### src/rtl/stereo_alc_pkg.sv
package stereo_alc_pkg;

    localparam int GAIN_W = 7;
    localparam int NCH    = 2;

    typedef logic [GAIN_W-1:0] gain_t;

    // Level fractions of full scale, in Q15
    localparam longint unsigned LVL_M4DB = 64'd20675;
    localparam longint unsigned LVL_M6DB = 64'd16423;
    localparam longint unsigned LVL_M8DB = 64'd13045;

    typedef struct packed {
        logic over;
        logic band;
    } lvl_t;

    typedef struct packed {
        logic       hi_thr;
        logic [1:0] atten;
        logic       rec_big;
        logic       zc_bypass;
        gain_t      ceiling;
    } cfg_t;

    function automatic longint unsigned scale_q15(longint unsigned q, int w);
        if (w >= 16) return q << (w - 16);
        return q >> (16 - w);
    endfunction

    function automatic gain_t sat_sub(gain_t g, logic [2:0] s);
        if (g > gain_t'(s)) return g - gain_t'(s);
        return '0;
    endfunction

    function automatic gain_t capped_add(gain_t g, logic [1:0] s, gain_t c);
        logic [GAIN_W:0] sum;
        sum = {1'b0, g} + (GAIN_W+1)'(s);
        if (g >= c) return g;
        if (sum > {1'b0, c}) return c;
        return sum[GAIN_W-1:0];
    endfunction

endpackage

### src/rtl/stereo_alc_level.sv
module stereo_alc_level
    import stereo_alc_pkg::*;
#(
    parameter int SMP_W = 16
) (
    input  logic signed [SMP_W-1:0] smp,
    input  logic                    hi_thr,
    output lvl_t                    lvl
);
    localparam logic [SMP_W-1:0] LV4 = SMP_W'(scale_q15(LVL_M4DB, SMP_W));
    localparam logic [SMP_W-1:0] LV6 = SMP_W'(scale_q15(LVL_M6DB, SMP_W));
    localparam logic [SMP_W-1:0] LV8 = SMP_W'(scale_q15(LVL_M8DB, SMP_W));

    logic [SMP_W-1:0] mag;
    logic [SMP_W-1:0] lim_lvl;
    logic [SMP_W-1:0] band_lo;

    // Two's complement magnitude; the most negative code maps to 2^(SMP_W-1)
    assign mag     = smp[SMP_W-1] ? $unsigned(-smp) : $unsigned(smp);
    assign lim_lvl = hi_thr ? LV4 : LV6;
    assign band_lo = hi_thr ? LV6 : LV8;

    always_comb begin
        lvl.over = (mag > lim_lvl);
        lvl.band = !lvl.over && (mag > band_lo);
    end
endmodule

### src/rtl/stereo_alc_gain.sv
module stereo_alc_gain
    import stereo_alc_pkg::*;
#(
    parameter int WAIT_W = 12
) (
    input  logic              clk,
    input  logic              rst,
    input  logic              smp_valid,
    input  logic              over_any,
    input  logic              band_any,
    input  cfg_t              cfg,
    input  logic [WAIT_W-1:0] wait_lim,
    output gain_t             target,
    output gain_t             target_nxt,
    output logic [WAIT_W-1:0] wait_cnt
);
    logic [2:0]        att_steps;
    logic [1:0]        rec_steps;
    logic [WAIT_W:0]   cnt_inc;
    logic [WAIT_W-1:0] cnt_nxt;

    assign att_steps = {1'b0, cfg.atten} + 3'd1;
    assign rec_steps = cfg.rec_big ? 2'd2 : 2'd1;
    assign cnt_inc   = {1'b0, wait_cnt} + 1'b1;

    always_comb begin
        target_nxt = target;
        cnt_nxt    = wait_cnt;
        if (smp_valid) begin
            if (over_any) begin
                target_nxt = sat_sub(target, att_steps);
                cnt_nxt    = '0;
            end else if (band_any) begin
                cnt_nxt    = '0;
            end else if (cnt_inc >= {1'b0, wait_lim}) begin
                target_nxt = capped_add(target, rec_steps, cfg.ceiling);
                cnt_nxt    = '0;
            end else begin
                cnt_nxt    = cnt_inc[WAIT_W-1:0];
            end
        end
    end

    always_ff @(posedge clk) begin
        if (rst) begin
            target   <= cfg.ceiling;
            wait_cnt <= '0;
        end else begin
            target   <= target_nxt;
            wait_cnt <= cnt_nxt;
        end
    end
endmodule

### src/rtl/stereo_alc_commit.sv
module stereo_alc_commit
    import stereo_alc_pkg::*;
#(
    parameter int WAIT_W = 12
) (
    input  logic              clk,
    input  logic              rst,
    input  logic              smp_valid,
    input  logic              smp_sign,
    input  logic              bypass,
    input  logic [WAIT_W-1:0] wait_lim,
    input  gain_t             ceiling,
    input  gain_t             target,
    input  gain_t             target_nxt,
    output gain_t             gain
);
    logic              prev_sign;
    logic [WAIT_W-1:0] to_cnt;
    logic [WAIT_W:0]   to_nxt;
    logic              crossed;
    logic              timed_out;

    assign to_nxt    = {1'b0, to_cnt} + 1'b1;
    assign crossed   = (smp_sign != prev_sign);
    assign timed_out = (to_nxt >= {1'b0, wait_lim});

    always_ff @(posedge clk) begin
        if (rst) begin
            prev_sign <= 1'b0;
            to_cnt    <= '0;
            gain      <= ceiling;
        end else begin
            if (smp_valid) prev_sign <= smp_sign;
            if (bypass) begin
                gain   <= target_nxt;
                to_cnt <= '0;
            end else if (gain != target) begin
                if (smp_valid) begin
                    if (crossed || timed_out) begin
                        gain   <= target;
                        to_cnt <= '0;
                    end else begin
                        to_cnt <= to_nxt[WAIT_W-1:0];
                    end
                end
            end else begin
                to_cnt <= '0;
            end
        end
    end
endmodule

### src/rtl/stereo_alc.sv
module stereo_alc
    import stereo_alc_pkg::*;
#(
    parameter int SMP_W  = 16,
    parameter int WAIT_W = 12
) (
    input  logic                    clk,
    input  logic                    rst,
    input  logic                    smp_valid,
    input  logic signed [SMP_W-1:0] smp_left,
    input  logic signed [SMP_W-1:0] smp_right,
    input  logic                    cfg_hi_thr,
    input  logic [1:0]              cfg_atten_sel,
    input  logic                    cfg_rec_big,
    input  logic                    cfg_zc_bypass,
    input  logic [6:0]              cfg_ceiling,
    input  logic [WAIT_W-1:0]       cfg_wait,
    output logic [6:0]              gain_target,
    output logic [6:0]              gain_left,
    output logic [6:0]              gain_right
);
    cfg_t                    cfg;
    logic signed [SMP_W-1:0] smp_a  [NCH];
    lvl_t                    lvl_a  [NCH];
    gain_t                   gain_a [NCH];
    logic                    over_any;
    logic                    band_any;
    gain_t                   target;
    gain_t                   target_nxt;
    logic [WAIT_W-1:0]       wait_cnt;

    always_comb begin
        cfg.hi_thr    = cfg_hi_thr;
        cfg.atten     = cfg_atten_sel;
        cfg.rec_big   = cfg_rec_big;
        cfg.zc_bypass = cfg_zc_bypass;
        cfg.ceiling   = cfg_ceiling;
    end

    assign smp_a[0] = smp_left;
    assign smp_a[1] = smp_right;

    for (genvar ch = 0; ch < NCH; ch++) begin : g_ch
        stereo_alc_level #(.SMP_W(SMP_W)) level_i (
            .smp    (smp_a[ch]),
            .hi_thr (cfg.hi_thr),
            .lvl    (lvl_a[ch])
        );

        stereo_alc_commit #(.WAIT_W(WAIT_W)) commit_i (
            .clk        (clk),
            .rst        (rst),
            .smp_valid  (smp_valid),
            .smp_sign   (smp_a[ch][SMP_W-1]),
            .bypass     (cfg.zc_bypass),
            .wait_lim   (cfg_wait),
            .ceiling    (cfg.ceiling),
            .target     (target),
            .target_nxt (target_nxt),
            .gain       (gain_a[ch])
        );
    end

    assign over_any = lvl_a[0].over | lvl_a[1].over;
    assign band_any = lvl_a[0].band | lvl_a[1].band;

    stereo_alc_gain #(.WAIT_W(WAIT_W)) gain_i (
        .clk        (clk),
        .rst        (rst),
        .smp_valid  (smp_valid),
        .over_any   (over_any),
        .band_any   (band_any),
        .cfg        (cfg),
        .wait_lim   (cfg_wait),
        .target     (target),
        .target_nxt (target_nxt),
        .wait_cnt   (wait_cnt)
    );

    assign gain_target = target;
    assign gain_left   = gain_a[0];
    assign gain_right  = gain_a[1];
endmodule

### config.mk
export PLATFORM = sky130hd
export DESIGN_NAME = stereo_alc
export DESIGN_NICKNAME = d
export VERILOG_FILES = /design/src/rtl/stereo_alc_pkg.sv /design/src/rtl/stereo_alc_level.sv /design/src/rtl/stereo_alc_gain.sv /design/src/rtl/stereo_alc_commit.sv /design/src/rtl/stereo_alc.sv
export SDC_FILE = /design/constraint.sdc
export NUM_CORES = 1
export LEC_CHECK = 0
export BUFFER_PORTS_ARGS = -buffer_cell sky130_fd_sc_hd__buf_2
export CAP_MARGIN = 10
export CORE_MARGIN = 4
export CORE_UTILIZATION = 59
export DETAILED_ROUTE_END_ITERATION = 8
export PLACE_DENSITY = 0.81
export SYNTH_ARGS = -nofsm -noshare
export SYNTH_HDL_FRONTEND = slang
export SYNTH_SLANG_ARGS = --single-unit
### constraint.sdc
create_clock -name clk -period 6.1 [get_ports clk]
set_input_delay 0.61 -clock clk [delete_from_list [all_inputs] [get_ports clk]]
set_output_delay 0.61 -clock clk [all_outputs]
set_load 0.02 [all_outputs]
==> results of run 1 <==
metrics by stage:
| step | utilization [%] | cells | hold WS (ns) | setup WS (ns) | area [µm²] |
|---|---|---|---|---|---|
| 2_1_floorplan | - | 769 | 0.448 | 1.64 | 6310 |
| 3_3_place_gp | 65.3 | 956 | 0.466 | 1.17 | 6770 |
| 3_5_place_dp | 65.3 | 956 | 0.478 | 1.08 | 6770 |
| 4_1_cts | 67.1 | 972 | 0.488 | 1.41 | 6960 |
| 5_1_grt | 67.2 | 973 | 0.507 | 0.862 | 6970 |
| 6_report | 67.2 | 973 | 0.485 | 1.34 | 6970 |
area by class of cell:
type                       count  area [µm²]
tap                          136         170
inverter                      52         195
timing repair buffer          83         423
fill                         891        3400
clock buffer                  11         163
sequential                    59        1320
multi-input combinational    627        4660
clock inverter                 5        33.8
state kept, by name, summed over array words and instances (netlist names):
| name | cells |
|---|---|
| g_ch.commit_i.to_cnt | 24 |
| g_ch.commit_i.gain | 14 |
| gain_i.wait_cnt | 12 |
| gain_i.target | 7 |
| g_ch.commit_i.prev_sign | 2 |
report_power, final:
group          internal, W  total (W)  switching (W)
Clock             0.000183   0.000352       0.000169
Sequential        0.000428   0.000469      0.0000410
Combinational     0.000198   0.000481       0.000283
routing by layer:
metal,GRT usage (%),vias up,wire length (µm)
li1,-,2996,-
met1,33.7,2869,7130
met5,0,-,0
met4,7.14,0,269
met3,3.91,29,840
met2,44.6,207,7810
critical path, cell delays in order:
cell,delay [ns]
buf_2,0.13
or4_1,0.66
or3_1,0.47
o31ai_1,0.25
xnor2_1,0.15
ha_1,0.23
a2111oi_0,0.38
and2_1,0.19
a221oi_1,0.08
o32a_1,0.42
a31oi_2,0.47
nor2_1,0.25
a32o_1,0.27
a21oi_1,0.16
o211ai_1,0.14
cell families (layout without fill, tap and decap cells):
logic type / after synthesis / after routing / synth area share, %
muxes: 9 / 9 / 1.55
DFF: 59 / 59 / 20.9
buffers and inverters: 83 / 151 / 5.27
xor gates and xnor gates: 68 / 68 / 9.44
adders and majority gates: 89 / 89 / 17.9
AOI/OAI and AO/OA: 203 / 203 / 23.7
and+or+nand+nor: 258 / 258 / 21.3
worst min path at each step:
stage	endpoint	slack, ns	cells after the start
2_1_floorplan	g_ch[0].commit_i.to_cnt[1]$_SDFFE_PP0P_	0.45	2
3_5_place_dp	g_ch[0].commit_i.to_cnt[1]$_SDFFE_PP0P_	0.48	2
6_report	g_ch[0].commit_i.to_cnt[1]$_SDFFE_PP0P_	0.49	2
4_1_cts	g_ch[0].commit_i.to_cnt[1]$_SDFFE_PP0P_	0.49	2
5_1_grt	g_ch[0].commit_i.to_cnt[1]$_SDFFE_PP0P_	0.51	2
3_3_place_gp	g_ch[0].commit_i.to_cnt[1]$_SDFFE_PP0P_	0.47	2
cell usage after synthesis (9+ instances only):
| cell | instances |
|---|---|
| nand4_1 | 10 |
| inv_1 | 50 |
| or3_1 | 13 |
| nor3_1 | 19 |
| edfxtp_1 | 14 |
| o21ai_0 | 29 |
| nand2_1 | 61 |
| a22oi_1 | 11 |
| nand2b_1 | 18 |
| nand3_1 | 31 |
| dfxtp_1 | 45 |
| a211oi_1 | 11 |
| nor4_1 | 9 |
| xnor2_1 | 42 |
| o31ai_1 | 13 |
| ha_1 | 87 |
| a2111oi_0 | 9 |
| a21o_1 | 23 |
| and3_1 | 13 |
| nor2_1 | 46 |
| a32o_1 | 11 |
| xor2_1 | 26 |
| a21oi_1 | 28 |
| clkbuf_1 | 24 |
==> impl_metrics.py, run 1 <==
metrics = {
    "critical_path": {
        "worstPathRequired_ns": 6.19,
        "cp-startpoint": "smp_left[3]",
        "crit_path_start_kind": "input pin",
        "endpoint_kind": "register",
        "worst_ep_arrival_time_ns": 4.85,
        "path_max_fanout": 12,
        "worst-r2r-setup-slack_ns": 1.68,
        "reg2reg_depth": 14,
        "critical_path_class": "in2reg",
        "r2r-end": "g_ch[1].commit_i.gain[6]$_DFFE_PP_",
        "r2r_start": "gain_i.target[0]$_DFF_P_",
        "endpoint": "g_ch[0].commit_i.gain[4]$_DFFE_PP_",
    },
    "detailed_routing": {
        "wl_per_cell_um": 16.5,
        "drt_first_pass_iters": 5,
        "num_vias": 6101,
        "final_antenna_net_count": 0,
        "drt-vias-per-instance": 6.27,
        "drt_wl_total_mm": 16.1,
        "drt_iter0_drc": 435,
        "route.detailed.drc": 0,
    },
    "die": {
        "ios": 80,
        "floorplan.initialDensity_pct": 60.8,
        "row_count": 37,
        "fp.dieH_um": 111,
        "dieWidth_um": 111,
        "die-area_um2": 12400,
        "core_um2": 10400,
    },
    "logic_synthesis": {
        "yosysTopAreaCell": "ha_1",
        "synth_edf_count": 14,
        "synth.distinct_cells": 74,
        "syn_area_um2": 6310,
        "synth_nets": 917,
        "synthTopCellsByArea": "ha_1 17%, dfxtp_1 14%, edfxtp_1 6.7%",
        "synth-async-reset-ratio_pct": 0,
        "synth-main-ff-cell": "dfxtp_1",
        "synth_top_area_share_pct": 17.3,
        "synth_warnings": 0,
        "ys_seq_elements": 59,
        "syn_area_per_cell_um2": 8.21,
        "synthCells": 769,
        "ys_seq_area_share_pct": 20.9,
    },
    "clock_network": {
        "cts_max_path_buffers": 2,
        "hold_buffers": 0,
        "cts.htree.levels": 3,
        "cts_tree": "done",
        "clkTransAtPathRegs_ns": 0.07,
        "root_buffer": "clkbuf_8",
        "cts_resized": 0,
        "cts_buffers": 9,
        "postCtsSetupRepairBufs": 0,
        "clkSinkCount": 59,
        "clk_latency_ns": 0.35,
    },
    "sta": {
        "final.setup.tns_ns": 0,
        "max_slew_margin_pct": 17.7,
        "fin_crit_sh_pct": 78.1,
        "setup_viol_count_final": 0,
        "min_period_ns": 4.76,
        "rsz0062_at_grt": "no",
        "fmax_mhz": 210,
        "skew_ns": 0.00917,
        "max_slew.worst_pin.slew_ns": 1.22,
        "slew_violations": 0,
        "finalHoldViolations": 0,
    },
    "pwr": {
        "fin_total_pwr_w": 0.00130,
        "power.density_nw_per_um2": 187,
        "p_leak_nw": 3.24,
        "ir_drop_mv": 0.121,
    },
    "layout": {
        "final_cell_mix": "87 x ha_1, 79 x buf_2, 61 x nand2_1",
        "drive_gt1_share_pct": 14.6,
        "syn_to_final_growth_pct": 10.4,
        "final_common_cell": "ha_1",
        "nets": 980,
        "diodes": 0,
    },
    "flow_run": {
        "maxCapViolations": 0,
    },
    "placed_design": {
        "gp_congestion": 0.913,
        "dp_hpwl_mm": 12.7,
        "port_buffers": 79,
    },
    "global_route": {
        "grt_usage_pct": 25.9,
        "grt_pass1_vias": 5939,
        "antenna_found_initial": 0,
        "grt_pass1_wl_mm": 27.5,
        "overflow": 0,
        "grt_max_degree": 46,
    },
    "worst_hold_path": {
        "hp-start": "g_ch[0].commit_i.to_cnt[1]$_SDFFE_PP0P_",
        "hp-class": "reg2reg",
    },
    "run_status": {
        "outcome": "completed",
    },
}
Note: power is estimated with default switching activity, not from simulation.
==> inputs of run 2 (changes only) <==
--- a/config.mk
+++ b/config.mk
@@ -8,9 +8,9 @@
 export BUFFER_PORTS_ARGS = -buffer_cell sky130_fd_sc_hd__buf_2
 export CAP_MARGIN = 10
 export CORE_MARGIN = 4
-export CORE_UTILIZATION = 59
+export CORE_UTILIZATION = 54
 export DETAILED_ROUTE_END_ITERATION = 8
-export PLACE_DENSITY = 0.81
+export PLACE_DENSITY = 0.78
 export SYNTH_ARGS = -nofsm -noshare
 export SYNTH_HDL_FRONTEND = slang
 export SYNTH_SLANG_ARGS = --single-unit
==> constraint.sdc (replaced) <==
create_clock -name clk -period 4.1 [get_ports clk]
set_input_delay 0.41 -clock clk [delete_from_list [all_inputs] [get_ports clk]]
set_output_delay 0.41 -clock clk [all_outputs]
set_load 0.02 [all_outputs]
==> run 2 against run 1 <==
  * The flow now finishes with violations (setup timing)
  * Clock power grew 120%
  * Die area grew 8.6%
  * Total power grew 80%
  * Core utilization grew 1.1 points
  * Highest routed layer unchanged
==> impl_metrics.py, run 2 (synthesis results as in run 1) <==
metrics = {
    "layout": {
        "layoutNonFillerInstCount": 1040,
        "largest_register_ffs": 24,
        "fillers": 890,
        "final-seq-area_um2": 1320,
        "regMostFlops": "g_ch.commit_i.to_cnt",
        "multi_input_area_um2": 4890,
        "syn_to_final_growth_pct": 23.5,
        "final_common_cell": "ha_1",
        "fin_util_pct": 68.3,
        "nets": 1040,
        "final_cell_mix": "85 x ha_1, 78 x buf_2, 62 x buf_4",
        "diodes": 0,
        "reg.largest.list": "g_ch.commit_i.to_cnt x24, g_ch.commit_i.gain x14, gain_i.wait_cnt x12",
        "drive_gt1_share_pct": 23.5,
    },
    "global_route": {
        "grt_pass1_vias": 6240,
        "grt_pass1_wl_mm": 28.7,
        "grt_usage_pct": 25.7,
        "overflow": 0,
        "antenna_found_initial": 0,
        "grt_max_degree": 46,
    },
    "detailed_routing": {
        "route.detailed.drc": 0,
        "wl_per_cell_um": 17.5,
        "drt_iter0_drc": 653,
        "drt_wl_total_mm": 18.2,
        "num_vias": 6548,
        "final_antenna_net_count": 0,
        "drt_first_pass_iters": 5,
        "drt-vias-per-instance": 6.30,
    },
    "clock_network": {
        "clkTransAtPathRegs_ns": 0.05,
        "root_buffer": "clkbuf_16",
        "cts_tree": "done",
        "clkSinkCount": 59,
        "cts_buffers": 9,
        "cts.htree.levels": 3,
        "clk_latency_ns": 0.33,
        "cts_max_path_buffers": 2,
    },
    "sta": {
        "fin_ws_ns": -0.0404,
        "max_slew.worst_pin.slew_ns": 1.22,
        "fin_crit_sh_pct": 101,
        "fmax_mhz": 242,
        "skew_ns": 0.00737,
        "min_period_ns": 4.14,
        "setup_viol_count_final": 4,
        "max_slew_margin_pct": 17.7,
        "worst_hold_slack_ns": 0.377,
        "finalHoldViolations": 0,
        "final.setup.tns_ns": -0.120,
        "rsz0062_at_grt": "yes",
        "slew_violations": 0,
    },
    "critical_path": {
        "worstPathRequired_ns": 4.15,
        "path_max_fanout": 5,
        "critical_path_class": "in2reg",
        "reg2reg_depth": 15,
        "r2r_start": "gain_i.wait_cnt[0]$_SDFFE_PP0P_",
        "cp-startpoint": "smp_left[2]",
        "worst_ep_arrival_time_ns": 4.19,
        "endpoint_kind": "register",
        "crit_path_start_kind": "input pin",
    },
    "pwr": {
        "switching_share_pct": 35.0,
        "power.density_nw_per_um2": 300,
        "p_int_w": 0.00152,
        "switchingPower_w": 0.000819,
        "seq_power_share_pct": 28.5,
        "ir_drop_mv": 0.294,
        "power.clock.fraction_pct": 33.3,
        "power.combinational.fraction_pct": 38.2,
        "p_leak_nw": 3.66,
    },
    "run_status": {
        "violations": "setup timing",
        "outcome": "complete, but fails checks",
    },
    "placed_design": {
        "dp_hpwl_mm": 13.6,
        "port_buffers": 79,
        "dp_cells": 1019,
        "gp_congestion": 0.900,
        "place_ws_ns": -0.423,
    },
    "die": {
        "dieWidth_um": 116,
        "fp.dieH_um": 116,
        "core_um2": 11400,
        "ios": 80,
        "floorplan.initialDensity_pct": 55.3,
        "die-area_um2": 13500,
        "row_count": 39,
    },
    "worst_hold_path": {
        "min_delay_path_depth": 3,
        "hp-start": "cfg_ceiling[2]",
        "hp-class": "in2reg",
    },
    "flow_run": {
        "maxCapViolations": 0,
    },
}
[run 2: path summary, 6_finish.rpt]
path | to | slack [ns]
setup / recovery | g_ch[0].commit_i.gain[6]$_DFFE_PP_ | -0.04
setup reg to reg | g_ch[0].commit_i.gain[6]$_DFFE_PP_ | 0.22
hold / removal | gain_i.target[2]$_DFF_P_ | 0.38
hold reg to reg | g_ch[0].commit_i.to_cnt[1]$_SDFFE_PP0P_ | 0.49
[run 2: worst max-delay path: stages]
cell	delay, ns
buf_6	0.10
or4_4	0.58
o41ai_2	0.44
xor2_1	0.25
inv_1	0.07
ha_1	0.31
a21o_1	0.20
a211oi_2	0.24
o211ai_1	0.12
a2bb2oi_1	0.16
o2bb2ai_2	0.17
o2bb2ai_2	0.08
nor3_2	0.21
mux2_4	0.32
a222oi_1	0.37
a31oi_1	0.16
[run 2: power by group through the flow]
stage | registers, W | logic (W) | clock network [W]
2_1_floorplan | 0.000718 | 0.000491 | 0
3_3_place_gp | 0.000676 | 0.000778 | 0
3_5_place_dp | 0.000678 | 0.000814 | 0
4_1_cts | 0.000666 | 0.000822 | 0.000785
5_1_grt | 0.000670 | 0.000977 | 0.000813
6_report | 0.000667 | 0.000894 | 0.000780
[run 2: metrics by stage]
| step | instance area (µm²) | power (W) |
|---|---|---|
| after floorplan | 6340 | 0.00121 |
| after global placement | 7220 | 0.00145 |
| after detailed placement | 7220 | 0.00149 |
| after CTS | 7540 | 0.00227 |
| after global routing | 7790 | 0.00246 |
| final | 7790 | 0.00234 |
[run 2: final cells by class]
cell class | count | area share, %
clock inverters | 4 | 0.337
well taps | 143 | 2.30
repair buffers | 143 | 11.4
clock buffers | 12 | 3.71
inverters | 52 | 2.54
multi-input cells | 627 | 62.8
flip-flops and latches | 59 | 17.0
[run 2: repair_timing]
| action | in CTS | in global routing |
|---|---|---|
| hold endpoints to repair | 0 | 0 |
| setup buffers | 0 | 4 |
| hold buffers | 0 | 0 |
| pin swaps | 1 | 20 |
| endpoints found under the setup margin | 24 | 33 |
| resized for setup | 2 | 40 |
[run 2: metal layers]
layer | GRT usage (%) | up-vias | wire (µm)
met4 | 10.4 | 0 | 653
met5 | 0 | - | 0
met1 | 32.5 | 3054 | 7420
met2 | 44.2 | 299 | 8900
met3 | 3.68 | 73 | 1170
li1 | - | 3122 | -
==> inputs of run 3 (changes only) <==
--- a/config.mk
+++ b/config.mk
@@ -11,6 +11,7 @@
 export CORE_UTILIZATION = 54
 export DETAILED_ROUTE_END_ITERATION = 8
 export PLACE_DENSITY = 0.78
+export SETUP_SLACK_MARGIN = 0.1
 export SYNTH_ARGS = -nofsm -noshare
 export SYNTH_HDL_FRONTEND = slang
 export SYNTH_SLANG_ARGS = --single-unit
==> run 3 against run 2 <==
  * The flow still finishes with violations (setup timing)
  * Critical path depth is the same
  * Largest cell class unchanged
  * Die area is the same
  * Sequential power is essentially flat
  * Via count grew 1.2%
  * Register-to-register slack lost 0.04 ns
==> impl_metrics.py, run 3 (synthesis results as in run 1) <==
metrics = {
    "run_status": {
        "outcome": "complete, but fails checks",
        "violations": "setup timing",
    },
    "die": {
        "die-area_um2": 13500,
        "dieWidth_um": 116,
        "row_count": 39,
        "fp.dieH_um": 116,
        "ios": 80,
        "core_um2": 11400,
        "floorplan.initialDensity_pct": 55.3,
    },
    "layout": {
        "drive_gt1_share_pct": 25.9,
        "final_common_cell": "ha_1",
        "fin_util_pct": 69.7,
        "final-seq-area_um2": 1320,
        "syn_to_final_growth_pct": 26.2,
        "regMostFlops": "g_ch.commit_i.to_cnt",
        "nets": 1053,
        "largest_register_ffs": 24,
        "final_cell_mix": "82 x ha_1, 78 x buf_2, 73 x buf_4",
        "multi_input_area_um2": 4980,
        "reg.largest.list": "g_ch.commit_i.to_cnt x24, g_ch.commit_i.gain x14, gain_i.wait_cnt x12",
        "layoutNonFillerInstCount": 1053,
        "fillers": 844,
        "diodes": 0,
    },
    "sta": {
        "skew_ns": 0.0130,
        "setup_viol_count_final": 2,
        "fin_crit_sh_pct": 101,
        "max_slew.worst_pin.slew_ns": 1.21,
        "max_slew_margin_pct": 18.9,
        "finalHoldViolations": 0,
        "fin_ws_ns": -0.0364,
        "fmax_mhz": 242,
        "final.setup.tns_ns": -0.0670,
        "rsz0062_at_grt": "yes",
        "slew_violations": 0,
        "min_period_ns": 4.14,
    },
    "clock_network": {
        "cts.htree.levels": 3,
        "cts_max_path_buffers": 2,
        "cts_tree": "done",
        "root_buffer": "clkbuf_16",
        "clkTransAtPathRegs_ns": 0.06,
        "clk_latency_ns": 0.33,
        "cts_buffers": 9,
        "clkSinkCount": 59,
        "hold_buffers": 0,
    },
    "global_route": {
        "grt_usage_pct": 26.0,
        "grt_max_degree": 46,
        "grt_pass1_wl_mm": 29.0,
        "grt_pass1_vias": 6489,
        "overflow": 0,
        "antenna_found_initial": 0,
    },
    "pwr": {
        "power.density_nw_per_um2": 293,
        "p_leak_nw": 3.72,
        "fin_total_pwr_w": 0.00233,
        "ir_drop_mv": 0.306,
    },
    "critical_path": {
        "crit_path_start_kind": "input pin",
        "reg2reg_depth": 14,
        "worst_ep_arrival_time_ns": 4.17,
        "path_max_fanout": 6,
        "r2r-end": "g_ch[0].commit_i.gain[6]$_DFFE_PP_",
        "worst-r2r-setup-slack_ns": 0.18,
        "worstPathRequired_ns": 4.13,
        "endpoint_kind": "register",
        "critical_path_class": "in2reg",
        "cp-startpoint": "smp_left[5]",
        "r2r_start": "gain_i.target[0]$_DFF_P_",
    },
    "placed_design": {
        "dp_hpwl_mm": 13.9,
        "gp_congestion": 0.894,
        "dp_cells": 1026,
        "port_buffers": 79,
    },
    "detailed_routing": {
        "route.detailed.drc": 0,
        "drt_iter0_drc": 682,
        "drt-vias-per-instance": 6.29,
        "drt_wl_total_mm": 18.8,
        "final_antenna_net_count": 0,
        "drt_first_pass_iters": 6,
        "num_vias": 6628,
        "wl_per_cell_um": 17.8,
    },
    "worst_hold_path": {
        "hold_end": "gain_i.target[2]$_DFF_P_",
        "min_delay_path_depth": 3,
        "hp-start": "cfg_ceiling[2]",
        "hp-class": "in2reg",
    },
    "flow_run": {
        "maxCapViolations": 0,
    },
}
## run 3: worst max-delay path, cell delays in order
cell and delay (ns):
buf_6 0.09, or4_4 0.60, buf_6 0.17, o41ai_4 0.38
xnor2_1 0.18, ha_1 0.37, nand2_1 0.10, nor3_2 0.20
nand3_2 0.14, nor2_2 0.17, o2bb2ai_2 0.15, o2bb2ai_2 0.08
nor3_2 0.23, mux2_4 0.33, a222oi_1 0.39, a31oi_1 0.19
## run 3: report_power, final
| group | switching, W | internal [W] | leakage [nW] | total (W) |
|---|---|---|---|---|
| clock | 0.000262 | 0.000465 | 0.144 | 0.000728 |
| sequential | 0.0000285 | 0.000638 | 0.509 | 0.000667 |
| combinational | 0.000528 | 0.000411 | 3.07 | 0.000939 |
## run 3: layout make-up
class                   instances  area share, %
repair buffers                156           12.5
multi-input cells             627           62.5
inverters                      52           2.51
clock buffers                  10           2.88
clock inverters                 6          0.723
flip-flops and latches         59           16.6
well taps                     143           2.25
## run 3: how the worst max path moves through the flow
stage | endpoint | slack [ns]
after floorplan | g_ch[0].commit_i.gain[6]$_DFFE_PP_ | 0.04
after global placement | g_ch[0].commit_i.gain[6]$_DFFE_PP_ | -0.21
after detailed placement | g_ch[1].commit_i.gain[6]$_DFFE_PP_ | -0.28
after CTS | g_ch[0].commit_i.gain[6]$_DFFE_PP_ | 0.11
after global routing | g_ch[0].commit_i.gain[6]$_DFFE_PP_ | -0.20
final | g_ch[0].commit_i.gain[6]$_DFFE_PP_ | -0.04
## run 3: routing by layer
metal / routed length, µm / share of wire (%) / up-vias / GRT usage, %
li1: - / - / 3139 / -
met1: 7540 / 40 / 3113 / 30.9
met2: 9370 / 50 / 302 / 47.2
met3: 1220 / 6.5 / 74 / 3.73
met4: 628 / 3.3 / 0 / 10.2
met5: 0 / 0 / - / 0
## run 3: what timing repair did
item                                    in CTS  in global routing
gates resized for setup                      9                 43
endpoints found under the hold margin        0                  0
cloned                                       0                  0
buffers inserted                             1                 10
endpoints found under the setup margin       4                 33
pin swaps                                   13                 29
## run 3: metrics by stage
step / setup WS (ns) / instance area (µm²) / hold WS (ns)
2_1_floorplan: 0.0398 / 6400 / 0.448
3_3_place_gp: -0.211 / 7320 / 0.466
4_1_cts: 0.110 / 7660 / 0.367
5_1_grt: -0.203 / 7960 / 0.410
3_5_place_dp: -0.284 / 7320 / 0.479
6_report: -0.0364 / 7960 / 0.369
